## config.mk

```make
export PLATFORM = sky130hd
export DESIGN_NAME = tc_xfer_counter
export DESIGN_NICKNAME = d
export VERILOG_FILES = /design/src/rtl/tc_xfer_pkg.sv /design/src/rtl/tc_shadow_bank.sv /design/src/rtl/tc_work_counter.sv /design/src/rtl/tc_len_select.sv /design/src/rtl/tc_xfer_counter.sv
export SDC_FILE = /design/constraint.sdc
export NUM_CORES = 1
export LEC_CHECK = 0
export ABC_AREA = 1
export BUFFER_PORTS_ARGS = -buffer_cell sky130_fd_sc_hd__clkbuf_2
export CORE_ASPECT_RATIO = 0.75
export CORE_UTILIZATION = 45
export DETAILED_ROUTE_END_ITERATION = 6
export HOLD_SLACK_MARGIN = 0.05
export PLACE_DENSITY = 0.69
export SYNTH_ARGS = -nofsm -noshare
export SYNTH_HDL_FRONTEND = slang
export SYNTH_SLANG_ARGS = --single-unit
```

## constraint.sdc

```tcl
create_clock -name clk -period 2.8 [get_ports clk]
set_input_delay 0.28 -clock clk [delete_from_list [all_inputs] [get_ports clk]]
set_output_delay 0.28 -clock clk [all_outputs]
set_load 0.05 [all_outputs]
```

## src/rtl/tc_xfer_pkg.sv

```systemverilog
package tc_xfer_pkg;
    typedef enum logic [1:0] {
        OP_OTHER = 2'b00,
        OP_XFER  = 2'b01,
        OP_SRST  = 2'b10,
        OP_SPARE = 2'b11
    } cmd_op_e;
endpackage

```

## src/rtl/tc_shadow_bank.sv

```systemverilog
module tc_shadow_bank #(
    parameter int CNT_W  = 24,
    parameter int ADDR_W = 2
) (
    input  logic              clk,
    input  logic              rst_n,
    input  logic              clear,
    input  logic              wr_en,
    input  logic [ADDR_W-1:0] wr_addr,
    input  logic [7:0]        wr_data,
    output logic [CNT_W-1:0]  shadow,
    output logic              top_written
);
    localparam int NBYTES = CNT_W / 8;

    typedef struct packed {
        logic [CNT_W-1:0] shadow;
        logic             top_written;
    } bank_t;

    bank_t              st_d, st_q;
    logic [NBYTES-1:0]  byte_hit;

    for (genvar gi = 0; gi < NBYTES; gi++) begin : g_hit
        assign byte_hit[gi] = wr_en && (int'(wr_addr) == gi);
    end

    always_comb begin
        st_d = st_q;
        if (clear) begin
            st_d = '0;
        end else begin
            for (int i = 0; i < NBYTES; i++) begin
                if (byte_hit[i]) st_d.shadow[i*8 +: 8] = wr_data;
            end
            if (byte_hit[NBYTES-1]) st_d.top_written = 1'b1;
        end
    end

    always_ff @(posedge clk or negedge rst_n) begin
        if (!rst_n) st_q <= '0;
        else        st_q <= st_d;
    end

    assign shadow      = st_q.shadow;
    assign top_written = st_q.top_written;

    // once the top byte is written, only a clear can drop the flag
    p_flag_sticky_r5: assert property (@(posedge clk) disable iff (!rst_n)
        (top_written && !clear) |=> top_written);
endmodule

```

## src/rtl/tc_work_counter.sv

```systemverilog
module tc_work_counter #(
    parameter int CNT_W = 24
) (
    input  logic             clk,
    input  logic             rst_n,
    input  logic             clear,
    input  logic             finish,
    input  logic             load,
    input  logic [CNT_W-1:0] load_val,
    input  logic             dec,
    input  logic             dec_two,
    output logic [CNT_W-1:0] count
);
    typedef struct packed {
        logic [CNT_W-1:0] count;
    } work_t;

    work_t            st_d, st_q;
    logic [CNT_W-1:0] step;

    always_comb begin
        st_d = st_q;
        step = dec_two ? CNT_W'(2) : CNT_W'(1);
        if (clear || finish) begin
            st_d.count = '0;
        end else if (load) begin
            st_d.count = load_val;
        end else if (dec) begin
            st_d.count = (st_q.count > step) ? st_q.count - step : '0;
        end
    end

    always_ff @(posedge clk or negedge rst_n) begin
        if (!rst_n) st_q <= '0;
        else        st_q <= st_d;
    end

    assign count = st_q.count;

    // a lone decrement always moves down or rests at zero
    p_dec_down_r7: assert property (@(posedge clk) disable iff (!rst_n)
        (dec && !load && !clear && !finish) |=> (count < $past(count)) || (count == '0));
    // never wraps upward on a decrement
    p_no_wrap_r7: assert property (@(posedge clk) disable iff (!rst_n)
        (dec && !load && !clear && !finish) |=> count <= $past(count));
    // finishing empties the counter
    p_finish_zero_r8: assert property (@(posedge clk) disable iff (!rst_n)
        finish |=> count == '0);
endmodule

```

## src/rtl/tc_len_select.sv

```systemverilog
module tc_len_select #(
    parameter int               CNT_W      = 24,
    parameter logic [CNT_W-1:0] ZERO_LEN   = 24'h010000,
    parameter int               CMDBUF_LEN = 32
) (
    input  logic             clk,
    input  logic             rst_n,
    input  logic             clear,
    input  logic             start,
    input  logic [CNT_W-1:0] base,
    input  logic             collecting,
    input  logic [CNT_W-1:0] pending,
    output logic [CNT_W-1:0] len,
    output logic             len_valid
);
    localparam logic [CNT_W-1:0] BUF_LIM = CNT_W'(CMDBUF_LEN);

    typedef struct packed {
        logic [CNT_W-1:0] len;
        logic             valid;
    } len_t;

    len_t             st_d, st_q;
    logic [CNT_W-1:0] eff_cnt;
    logic [CNT_W-1:0] limit;

    always_comb begin
        st_d       = st_q;
        st_d.valid = 1'b0;
        eff_cnt    = (base == '0) ? ZERO_LEN : base;
        limit      = collecting ? BUF_LIM : pending;
        if (clear) begin
            st_d = '0;
        end else if (start) begin
            st_d.len   = (eff_cnt < limit) ? eff_cnt : limit;
            st_d.valid = 1'b1;
        end
    end

    always_ff @(posedge clk or negedge rst_n) begin
        if (!rst_n) st_q <= '0;
        else        st_q <= st_d;
    end

    assign len       = st_q.len;
    assign len_valid = st_q.valid;

    // never longer than the pending data
    p_len_le_pend_r6: assert property (@(posedge clk) disable iff (!rst_n)
        (start && !clear && !collecting) |=> len <= $past(pending));
    // never longer than the command buffer while collecting
    p_len_le_buf_r6: assert property (@(posedge clk) disable iff (!rst_n)
        (start && !clear && collecting) |=> len <= BUF_LIM);
    // a zero count never yields a zero length when data is pending
    p_len_nonzero_r6: assert property (@(posedge clk) disable iff (!rst_n)
        (start && !clear && !collecting && pending != '0) |=> len != '0);
    // the valid pulse follows a start
    p_valid_cause_r6: assert property (@(posedge clk) disable iff (!rst_n)
        len_valid |-> $past(start));
endmodule

```

## src/rtl/tc_xfer_counter.sv

```systemverilog
module tc_xfer_counter #(
    parameter int               CNT_W      = 24,
    parameter int               ADDR_W     = 2,
    parameter logic [7:0]       CHIP_ID    = 8'hA5,
    parameter logic [CNT_W-1:0] ZERO_LEN   = 24'h010000,
    parameter int               CMDBUF_LEN = 32
) (
    input  logic              clk,
    input  logic              rst_n,
    input  logic              reg_wr,
    input  logic [ADDR_W-1:0] reg_addr,
    input  logic [7:0]        reg_wdata,
    output logic [7:0]        reg_rdata,
    input  logic              cmd_valid,
    input  logic              cmd_dma,
    input  logic [1:0]        cmd_op,
    input  logic              cmd_collect,
    input  logic [CNT_W-1:0]  pending_len,
    input  logic              dec_valid,
    input  logic              dec_two,
    input  logic              xfer_done,
    output logic              tc_status,
    output logic              dma_mode,
    output logic [CNT_W-1:0]  xfer_len,
    output logic              xfer_len_valid
);
    import tc_xfer_pkg::*;

    localparam int NBYTES = CNT_W / 8;

    typedef struct packed {
        logic tc;
        logic dma;
    } stat_t;

    stat_t            st_d, st_q;
    cmd_op_e          op;
    logic             srst, load, xfer_start, cnt_wr;
    logic [CNT_W-1:0] shadow, count, len_base;
    logic             top_written;

    assign op         = cmd_op_e'(cmd_op);
    assign srst       = cmd_valid && (op == OP_SRST);
    assign load       = cmd_valid && cmd_dma && !srst;
    assign xfer_start = cmd_valid && (op == OP_XFER);
    assign cnt_wr     = reg_wr && (int'(reg_addr) < NBYTES);
    assign len_base   = load ? shadow : count;

    tc_shadow_bank #(.CNT_W(CNT_W), .ADDR_W(ADDR_W)) u_shadow (
        .clk        (clk),
        .rst_n      (rst_n),
        .clear      (srst),
        .wr_en      (reg_wr),
        .wr_addr    (reg_addr),
        .wr_data    (reg_wdata),
        .shadow     (shadow),
        .top_written(top_written)
    );

    tc_work_counter #(.CNT_W(CNT_W)) u_work (
        .clk     (clk),
        .rst_n   (rst_n),
        .clear   (srst),
        .finish  (xfer_done),
        .load    (load),
        .load_val(shadow),
        .dec     (dec_valid),
        .dec_two (dec_two),
        .count   (count)
    );

    tc_len_select #(.CNT_W(CNT_W), .ZERO_LEN(ZERO_LEN), .CMDBUF_LEN(CMDBUF_LEN)) u_len (
        .clk       (clk),
        .rst_n     (rst_n),
        .clear     (srst),
        .start     (xfer_start),
        .base      (len_base),
        .collecting(cmd_collect),
        .pending   (pending_len),
        .len       (xfer_len),
        .len_valid (xfer_len_valid)
    );

    always_comb begin
        st_d = st_q;
        if (srst) begin
            st_d = '0;
        end else begin
            if (xfer_done)   st_d.tc  = 1'b1;
            else if (cnt_wr) st_d.tc  = 1'b0;
            if (cmd_valid)   st_d.dma = cmd_dma;
        end
    end

    always_ff @(posedge clk or negedge rst_n) begin
        if (!rst_n) st_q <= '0;
        else        st_q <= st_d;
    end

    always_comb begin
        reg_rdata = '0;
        for (int i = 0; i < NBYTES; i++) begin
            if (int'(reg_addr) == i) reg_rdata = count[i*8 +: 8];
        end
        if ((int'(reg_addr) == NBYTES - 1) && !top_written) reg_rdata = CHIP_ID;
    end

    assign tc_status = st_q.tc;
    assign dma_mode  = st_q.dma;

    // a DMA-flagged command makes the working count equal the shadow
    p_load_r3: assert property (@(posedge clk) disable iff (!rst_n)
        (load && !xfer_done) |=> (count == $past(shadow)) && dma_mode);
    // a command without the DMA flag holds the working count
    p_hold_r4: assert property (@(posedge clk) disable iff (!rst_n)
        (cmd_valid && !cmd_dma && !srst && !xfer_done && !dec_valid) |=> $stable(count) && !dma_mode);
    // writing a count byte drops terminal count
    p_wr_clears_tc_r2: assert property (@(posedge clk) disable iff (!rst_n)
        (cnt_wr && !xfer_done) |=> !tc_status);
    // finishing raises terminal count
    p_done_sets_tc_r8: assert property (@(posedge clk) disable iff (!rst_n)
        (xfer_done && !srst) |=> tc_status && (count == '0));
    // software reset clears status and count
    p_srst_r9: assert property (@(posedge clk) disable iff (!rst_n)
        srst |=> !tc_status && !dma_mode && (count == '0) && !top_written);
endmodule

```

==> impl_metrics.py, run 1 <==
metrics = {
    "critical_path": {
        "path_cells": "inv_1 > ha_1 > inv_1 > fa_1 > nor3_4 > nand2_1 > inv_1 > nand2_2 > nor2_2 > inv_1 > o21ai_0 > nand2_1 > o21ai_1 > nand2_1 > o21ai_0",
        "r2r_end": "u_work.count[22]$_DFFE_PN0P_",
        "ff2ff_path_depth": 15,
        "critPathMaxFanout": 4,
        "start_kind": "flop",
        "cp_slowest_stage_delay_ns": 0.43,
        "crit_top_cell": "inv_1",
        "r2r-start": "u_work.count[0]$_DFFE_PN0P_",
        "crit_type": "flop to flop",
        "r2r_setup_slack_ns": 0.27,
        "worstPathArrival_ns": 2.78,
        "worstSetupEndpointType": "flop",
        "slowest_stage": "fa_1",
        "required_ns": 3.06,
    },
    "route": {
        "met1_length_um": 7490,
        "dr_total_vias": 5313,
        "vias_per_cell": 5.44,
        "totalWireLength_um": 15600,
        "postRouteAntennaNets": 0,
        "first_pass_iters": 5,
        "wl_met2_um": 6820,
        "drc": 0,
        "wl_per_cell_um": 15.9,
        "drt_iter0_markers": 449,
        "topRoutingLayerUsed": "met4",
        "dr_wl_met3_um": 1070,
    },
    "finish": {
        "seq_area_um2": 1900,
        "fin_nets": 902,
        "drive_above_1_share": 0.195,
        "multi_input_area_um2": 2880,
        "final_area_um2": 6290,
        "diodes": 0,
        "fill_cells": 1076,
        "post-route-util": 0.566,
        "synthToLayoutAreaGrowth_pct": 20.1,
    },
    "sta": {
        "hold_violations": 0,
        "setup_viol": 0,
        "maxSlewHeadroom": 0.318,
        "post-route-min-period_ns": 2.53,
        "period_share": 0.902,
        "slew_violations": 0,
        "worstMarginPinSlew_ns": 1.02,
        "max_freq_ghz": 0.396,
        "rsz0062_at_grt": "no",
        "whs_ns": 0.0948,
        "clock-skew-final_ns": 0.00409,
    },
    "pwr": {
        "total_leakage_power_nw": 3.42,
        "ir_drop_mv": 0.521,
        "power_per_cell_area_nw_per_um2": 1050,
        "p_total_mw": 6.60,
    },
    "synthesis": {
        "syn_avg_cell_area_um2": 7.18,
        "syn_nets": 800,
        "synthArstFlopShare": 1.00,
        "ys_ff_latch": 76,
        "yosysUniqueCellTypes": 35,
        "synth_edf_count": 0,
        "netlist_instances": 729,
        "synthFlopType": "dfrtp_1",
        "synth-seq-area-share": 0.363,
        "yosysWarnings": 0,
        "syn-cell-area_um2": 5240,
    },
    "grt": {
        "grt_pass1_vias": 5114,
        "grt_pass1_wl_um": 25500,
        "antenna_found_initial": 0,
        "grt_usage": 0.275,
        "grt_max_degree": 77,
        "grt_remaining_overflow": 0,
    },
    "clock_network": {
        "clk_latency_ns": 0.34,
        "clock_sinks": 76,
        "cts_root_buffer": "clkbuf_16",
        "cts_buffer_depth": 2,
        "cts_tree": "yes",
        "clkTransAtPathRegs_ns": 0.06,
        "cts_buffers": 9,
        "h-tree-depth": 3,
    },
    "status": {
        "outcome": "completed",
    },
    "place": {
        "placed_cell_area_um2": 6000,
        "finalWeightedCongestion": 0.953,
        "dp_hpwl_um": 11700,
        "portBuffers": 79,
    },
    "die": {
        "io_pins": 80,
        "rows": 33,
        "die_h_um": 95.4,
        "start_util": 0.471,
        "die_area_um2": 12100,
        "die_width_um": 127,
        "core-area_um2": 11100,
    },
    "worst_hold_path": {
        "hold_path_class": "primary input to async pin",
    },
    "job": {
        "maxCapViolCount": 0,
    },
}
[per-layer routing]
metal | vias to the layer above | track usage
met2 | 215 | 0.432
li1 | 2568 | -
met1 | 2513 | 0.389
met4 | 0 | 0.0894
met3 | 17 | 0.0426
met5 | - | 0
[cells in the mapped netlist, types with 2 or more instances]
cell,n,area share
o22ai_1,9,0.011
o21ai_0,51,0.049
inv_2,2,0.0014
a211oi_1,3,0.0043
a21oi_1,21,0.020
o221ai_1,4,0.0067
nand4_1,5,0.0060
nor2_2,2,0.0024
nand2_2,3,0.0036
nand2_4,2,0.0043
nor3_1,9,0.0086
o21ai_1,3,0.0029
mux2_2,19,0.041
nand2_1,217,0.16
buf_2,8,0.0076
o2bb2ai_1,4,0.0067
buf_6,5,0.011
ha_1,25,0.060
xor2_1,15,0.025
clkbuf_1,13,0.0093
dfrtp_1,76,0.36
inv_1,86,0.062
nand3_1,76,0.073
nor2_1,58,0.042
a21boi_0,3,0.0043
[where the power goes]
group	switching, mW	leakage, nW	internal [mW]
Combinational	2.50	2.31	1.30
Clock	0.464	0.131	0.624
Sequential	0.294	0.986	1.42
Total	3.25	3.42	3.34
[registers in the layout, summed over array words and instances (netlist names)]
register	flops
tc_status	1
u_shadow.shadow	24
u_len.len_valid	1
u_len.len	24
dma_mode	1
u_work.count	24
u_shadow.top_written	1
[through the flow]
stage                     setup WS (ns)  setup TNS (ns)  instances
after floorplan                   0.177               0        729
after global placement          -0.0132         -0.0132        960
after detailed placement         -0.107           -2.18        960
after CTS                         0.167               0        976
after global routing             0.0149               0        976
final                             0.274               0        976
[layout by cell type (no fill, tap or decap), drive strengths merged]
cell and count:
ha 25, a21oi 21, o211ai 1, fa 1, o21bai 1, inv 88
buf 39, nand3b 1, clkinv 2, o2bb2ai 4, xor2 15, mux2 19
nand4 5, o21a 1, nand2 222, a31oi 1, nor4 1, nor2 61
nand3 76, a21boi 3, o221ai 4, dfrtp 76, clkbuf 92, a211oi 3
o21ai 54, o22ai 9, nor3 10, a22oi 1
[how the worst max path moves through the flow]
| stage | startpoint | to | slack, ns | depth (start not counted) |
|---|---|---|---|---|
| floorplan | cmd_op[0] | u_len.len[10]$_DFFE_PN0P_ | 0.18 | 20 |
| global placement | cmd_op[0] | u_len.len[0]$_DFFE_PN0P_ | -0.01 | 22 |
| detailed placement | cmd_op[0] | u_len.len[0]$_DFFE_PN0P_ | -0.11 | 22 |
| CTS | u_work.count[0]$_DFFE_PN0P_ | u_work.count[22]$_DFFE_PN0P_ | 0.17 | 15 |
| global route | cmd_op[0] | u_len.len[0]$_DFFE_PN0P_ | 0.01 | 23 |
| finish | u_work.count[0]$_DFFE_PN0P_ | u_work.count[22]$_DFFE_PN0P_ | 0.27 | 15 |
[area by class of cell]
type | instances | share of cell area
sequential | 76 | 0.303
tap | 140 | 0.0279
timing repair buffer | 117 | 0.117
inverter | 88 | 0.0525
multi-input combinational | 539 | 0.458
clock buffer | 14 | 0.0404
clock inverter | 2 | 0.00159
[what timing repair did]
item / 4_1_cts / 5_1_grt
setup endpoints to repair: 0 / 25
buffers inserted: 0 / 0
hold buffers: 0 / 0
gates resized for setup: 0 / 5
[critical path: cells and delay by family (launching register included)]
kind,cells,cell delay (ns)
compound gates,3,0.35
flops,1,0.36
fa+ha+maj,2,0.60
buf+inv,4,0.41
simple gates,6,0.72
[cells by family after synthesis]
logic type      Yosys count  synth area share
simple gates            376             0.304
buf+inv                 114            0.0908
compound gates          103             0.113
flops                    76             0.363
fa+ha+maj                26            0.0636
mux                      19            0.0409
xor+xnor                 15            0.0251
(Power assumes the default switching activity.)
==> run 2, diff against run 1 <==
clock period = 2.5 ns   (was 2.8 ns; I/O delays follow)
==> impl_metrics.py, run 2 (synthesis gave the netlist of run 1 again) <==
metrics = {
    "grt": {
        "grt_pass1_wl_um": 26100,
        "antenna_found_initial": 0,
        "grt_usage": 0.281,
        "grt_max_degree": 77,
        "grt_remaining_overflow": 0,
        "grt_pass1_vias": 5304,
    },
    "job": {
        "maxCapViolCount": 0,
    },
    "sta": {
        "setup_viol": 17,
        "hold_violations": 0,
        "rsz0062_at_grt": "yes",
        "worst_slack_ns": -0.0455,
        "maxSlewHeadroom": 0.328,
        "max_freq_ghz": 0.393,
        "worstMarginPinSlew_ns": 1.01,
        "period_share": 1.02,
        "post-route-min-period_ns": 2.55,
        "slew_violations": 0,
        "clock-skew-final_ns": 0.00510,
    },
    "finish": {
        "diodes": 0,
        "fin_nets": 964,
        "fin_cells": 1038,
        "seq_area_um2": 1900,
        "post-route-util": 0.650,
        "drive_above_1_share": 0.320,
        "synthToLayoutAreaGrowth_pct": 37.9,
        "final_cell_mix": "nand2_1, buf_4, inv_1",
        "multi_input_area_um2": 3170,
        "fill_cells": 969,
        "final_common_cell": "nand2_1",
    },
    "place": {
        "dp_cells": 1004,
        "finalWeightedCongestion": 0.968,
        "portBuffers": 79,
        "dp_hpwl_um": 12500,
    },
    "pwr": {
        "ir_drop_mv": 0.761,
        "total_leakage_power_nw": 3.92,
        "sw_frac_of_total": 0.472,
        "seqPwrFrac": 0.212,
        "p_total_mw": 8.71,
        "p_int_mw": 4.60,
        "p_switching_mw": 4.11,
        "combPwrFrac": 0.602,
        "p_clk_frac": 0.186,
        "power_per_cell_area_nw_per_um2": 1210,
    },
    "clock_network": {
        "cts_buffer_depth": 2,
        "hold_buffers": 0,
        "cts_tree": "yes",
        "cts_buffers": 9,
        "clk_latency_ns": 0.34,
        "h-tree-depth": 3,
        "cts_root_buffer": "clkbuf_16",
        "clock_sinks": 76,
        "clkTransAtPathRegs_ns": 0.06,
    },
    "route": {
        "wl_per_cell_um": 16.8,
        "totalWireLength_um": 17500,
        "drt_iter0_markers": 515,
        "dr_total_vias": 5745,
        "vias_per_cell": 5.53,
        "postRouteAntennaNets": 0,
        "first_pass_iters": 6,
        "drc": 0,
    },
    "status": {
        "violations": "setup timing",
        "outcome": "finished, violations left",
    },
    "critical_path": {
        "worstPathArrival_ns": 2.78,
        "crit_type": "flop to flop",
        "critPathMaxFanout": 12,
        "r2r-start": "u_work.count[0]$_DFFE_PN0P_",
        "worstSetupEndpointType": "flop",
        "setup.worst_path.start": "u_work.count[0]$_DFFE_PN0P_",
        "start_kind": "flop",
        "required_ns": 2.73,
    },
    "worst_hold_path": {
        "hold_path_class": "primary input to async pin",
    },
    "die": {
        "die_width_um": 127,
        "rows": 33,
        "io_pins": 80,
        "start_util": 0.471,
        "core-area_um2": 11100,
        "die_area_um2": 12100,
        "die_h_um": 95.4,
    },
}
==> run 2: cell count changes in the layout (fill, tap and decap cells not counted), sizes merged <==
| cell | delta |
|---|---|
| clkbuf | +2 |
| bufinv | +3 |
| buf | +57 |
| nand2 | +2 |
| clkinv | -2 |
==> run 2: worst max-delay path, stage by stage (launching register included) <==
cell and delay (ns):
dfrtp_1 0.37, inv_2 0.11, nand2_2 0.06, nand2_2 0.08, inv_2 0.03, nor2_1 0.09, nand2_1 0.07, nor2_2 0.13
nand3_1 0.10, nand2_2 0.11, ha_4 0.14, nand2_4 0.05, nor2_4 0.11, nand2_2 0.07, nor4_4 0.29, nand2_4 0.21
nand2_8 0.17, nand2_1 0.06, nand3_1 0.10, nand2_1 0.06
==> run 2: per-layer routing <==
metal | track usage | vias to the layer above | wire length, µm
li1 | - | 2707 | -
met2 | 0.453 | 255 | 7950
met4 | 0.0592 | 0 | 176
met1 | 0.399 | 2763 | 7910
met5 | 0 | - | 0
met3 | 0.0449 | 20 | 1440
==> run 2: layout make-up <==
type | count | share of cell area
well taps | 140 | 0.0243
clock buffers | 13 | 0.0388
repair buffers | 177 | 0.176
multi-input cells | 541 | 0.439
inverters | 88 | 0.0458
flip-flops and latches | 76 | 0.264
clock inverters | 3 | 0.0125
==> run 2: final timing paths <==
| path | to | slack (ns) | cells past startpoint |
|---|---|---|---|
| min in group clk | tc_status$_DFFE_PN0P_ | 0.17 | 3 |
| worst max-delay path | u_len.len[18]$_DFFE_PN0P_ | -0.05 | 19 |
| max in group asynchronous | u_work.count[1]$_DFFE_PN0P_ | 1.74 | 1 |
| worst max register to register | u_len.len[18]$_DFFE_PN0P_ | -0.05 | 19 |
| worst min register to register | u_len.len[0]$_DFFE_PN0P_ | 0.47 | 2 |
| worst min-delay path | u_work.count[5]$_DFFE_PN0P_ | 0.05 | 1 |
==> run 2: power by group through the flow <==
stage,Combinational [mW],Clock (mW),Sequential (mW)
floorplan,2.52,0,2.42
global placement,4.38,0,1.85
detailed placement,4.46,0,1.86
CTS,4.55,1.63,1.84
global route,5.67,1.69,1.88
finish,5.24,1.62,1.84
==> run 2: metrics by stage <==
step           TNS (ns)  cell area, µm²  hold WS (ns)  setup slack [ns]
3_3_place_gp      -4.43            6350         0.466            -0.209
6_report         -0.285            7220        0.0511           -0.0455
4_1_cts               0            6740         0.117           0.00313
2_1_floorplan    -0.331            5250       -0.0456           -0.0167
3_5_place_dp      -7.62            6350         0.465            -0.350
5_1_grt           -5.76            7220         0.147            -0.217
==> run 2: what timing repair did <==
item,in CTS,in global routing
buffers inserted,0,13
endpoints found under the setup margin,25,42
cloned,0,5
resized for setup,4,79
pin swaps,1,49
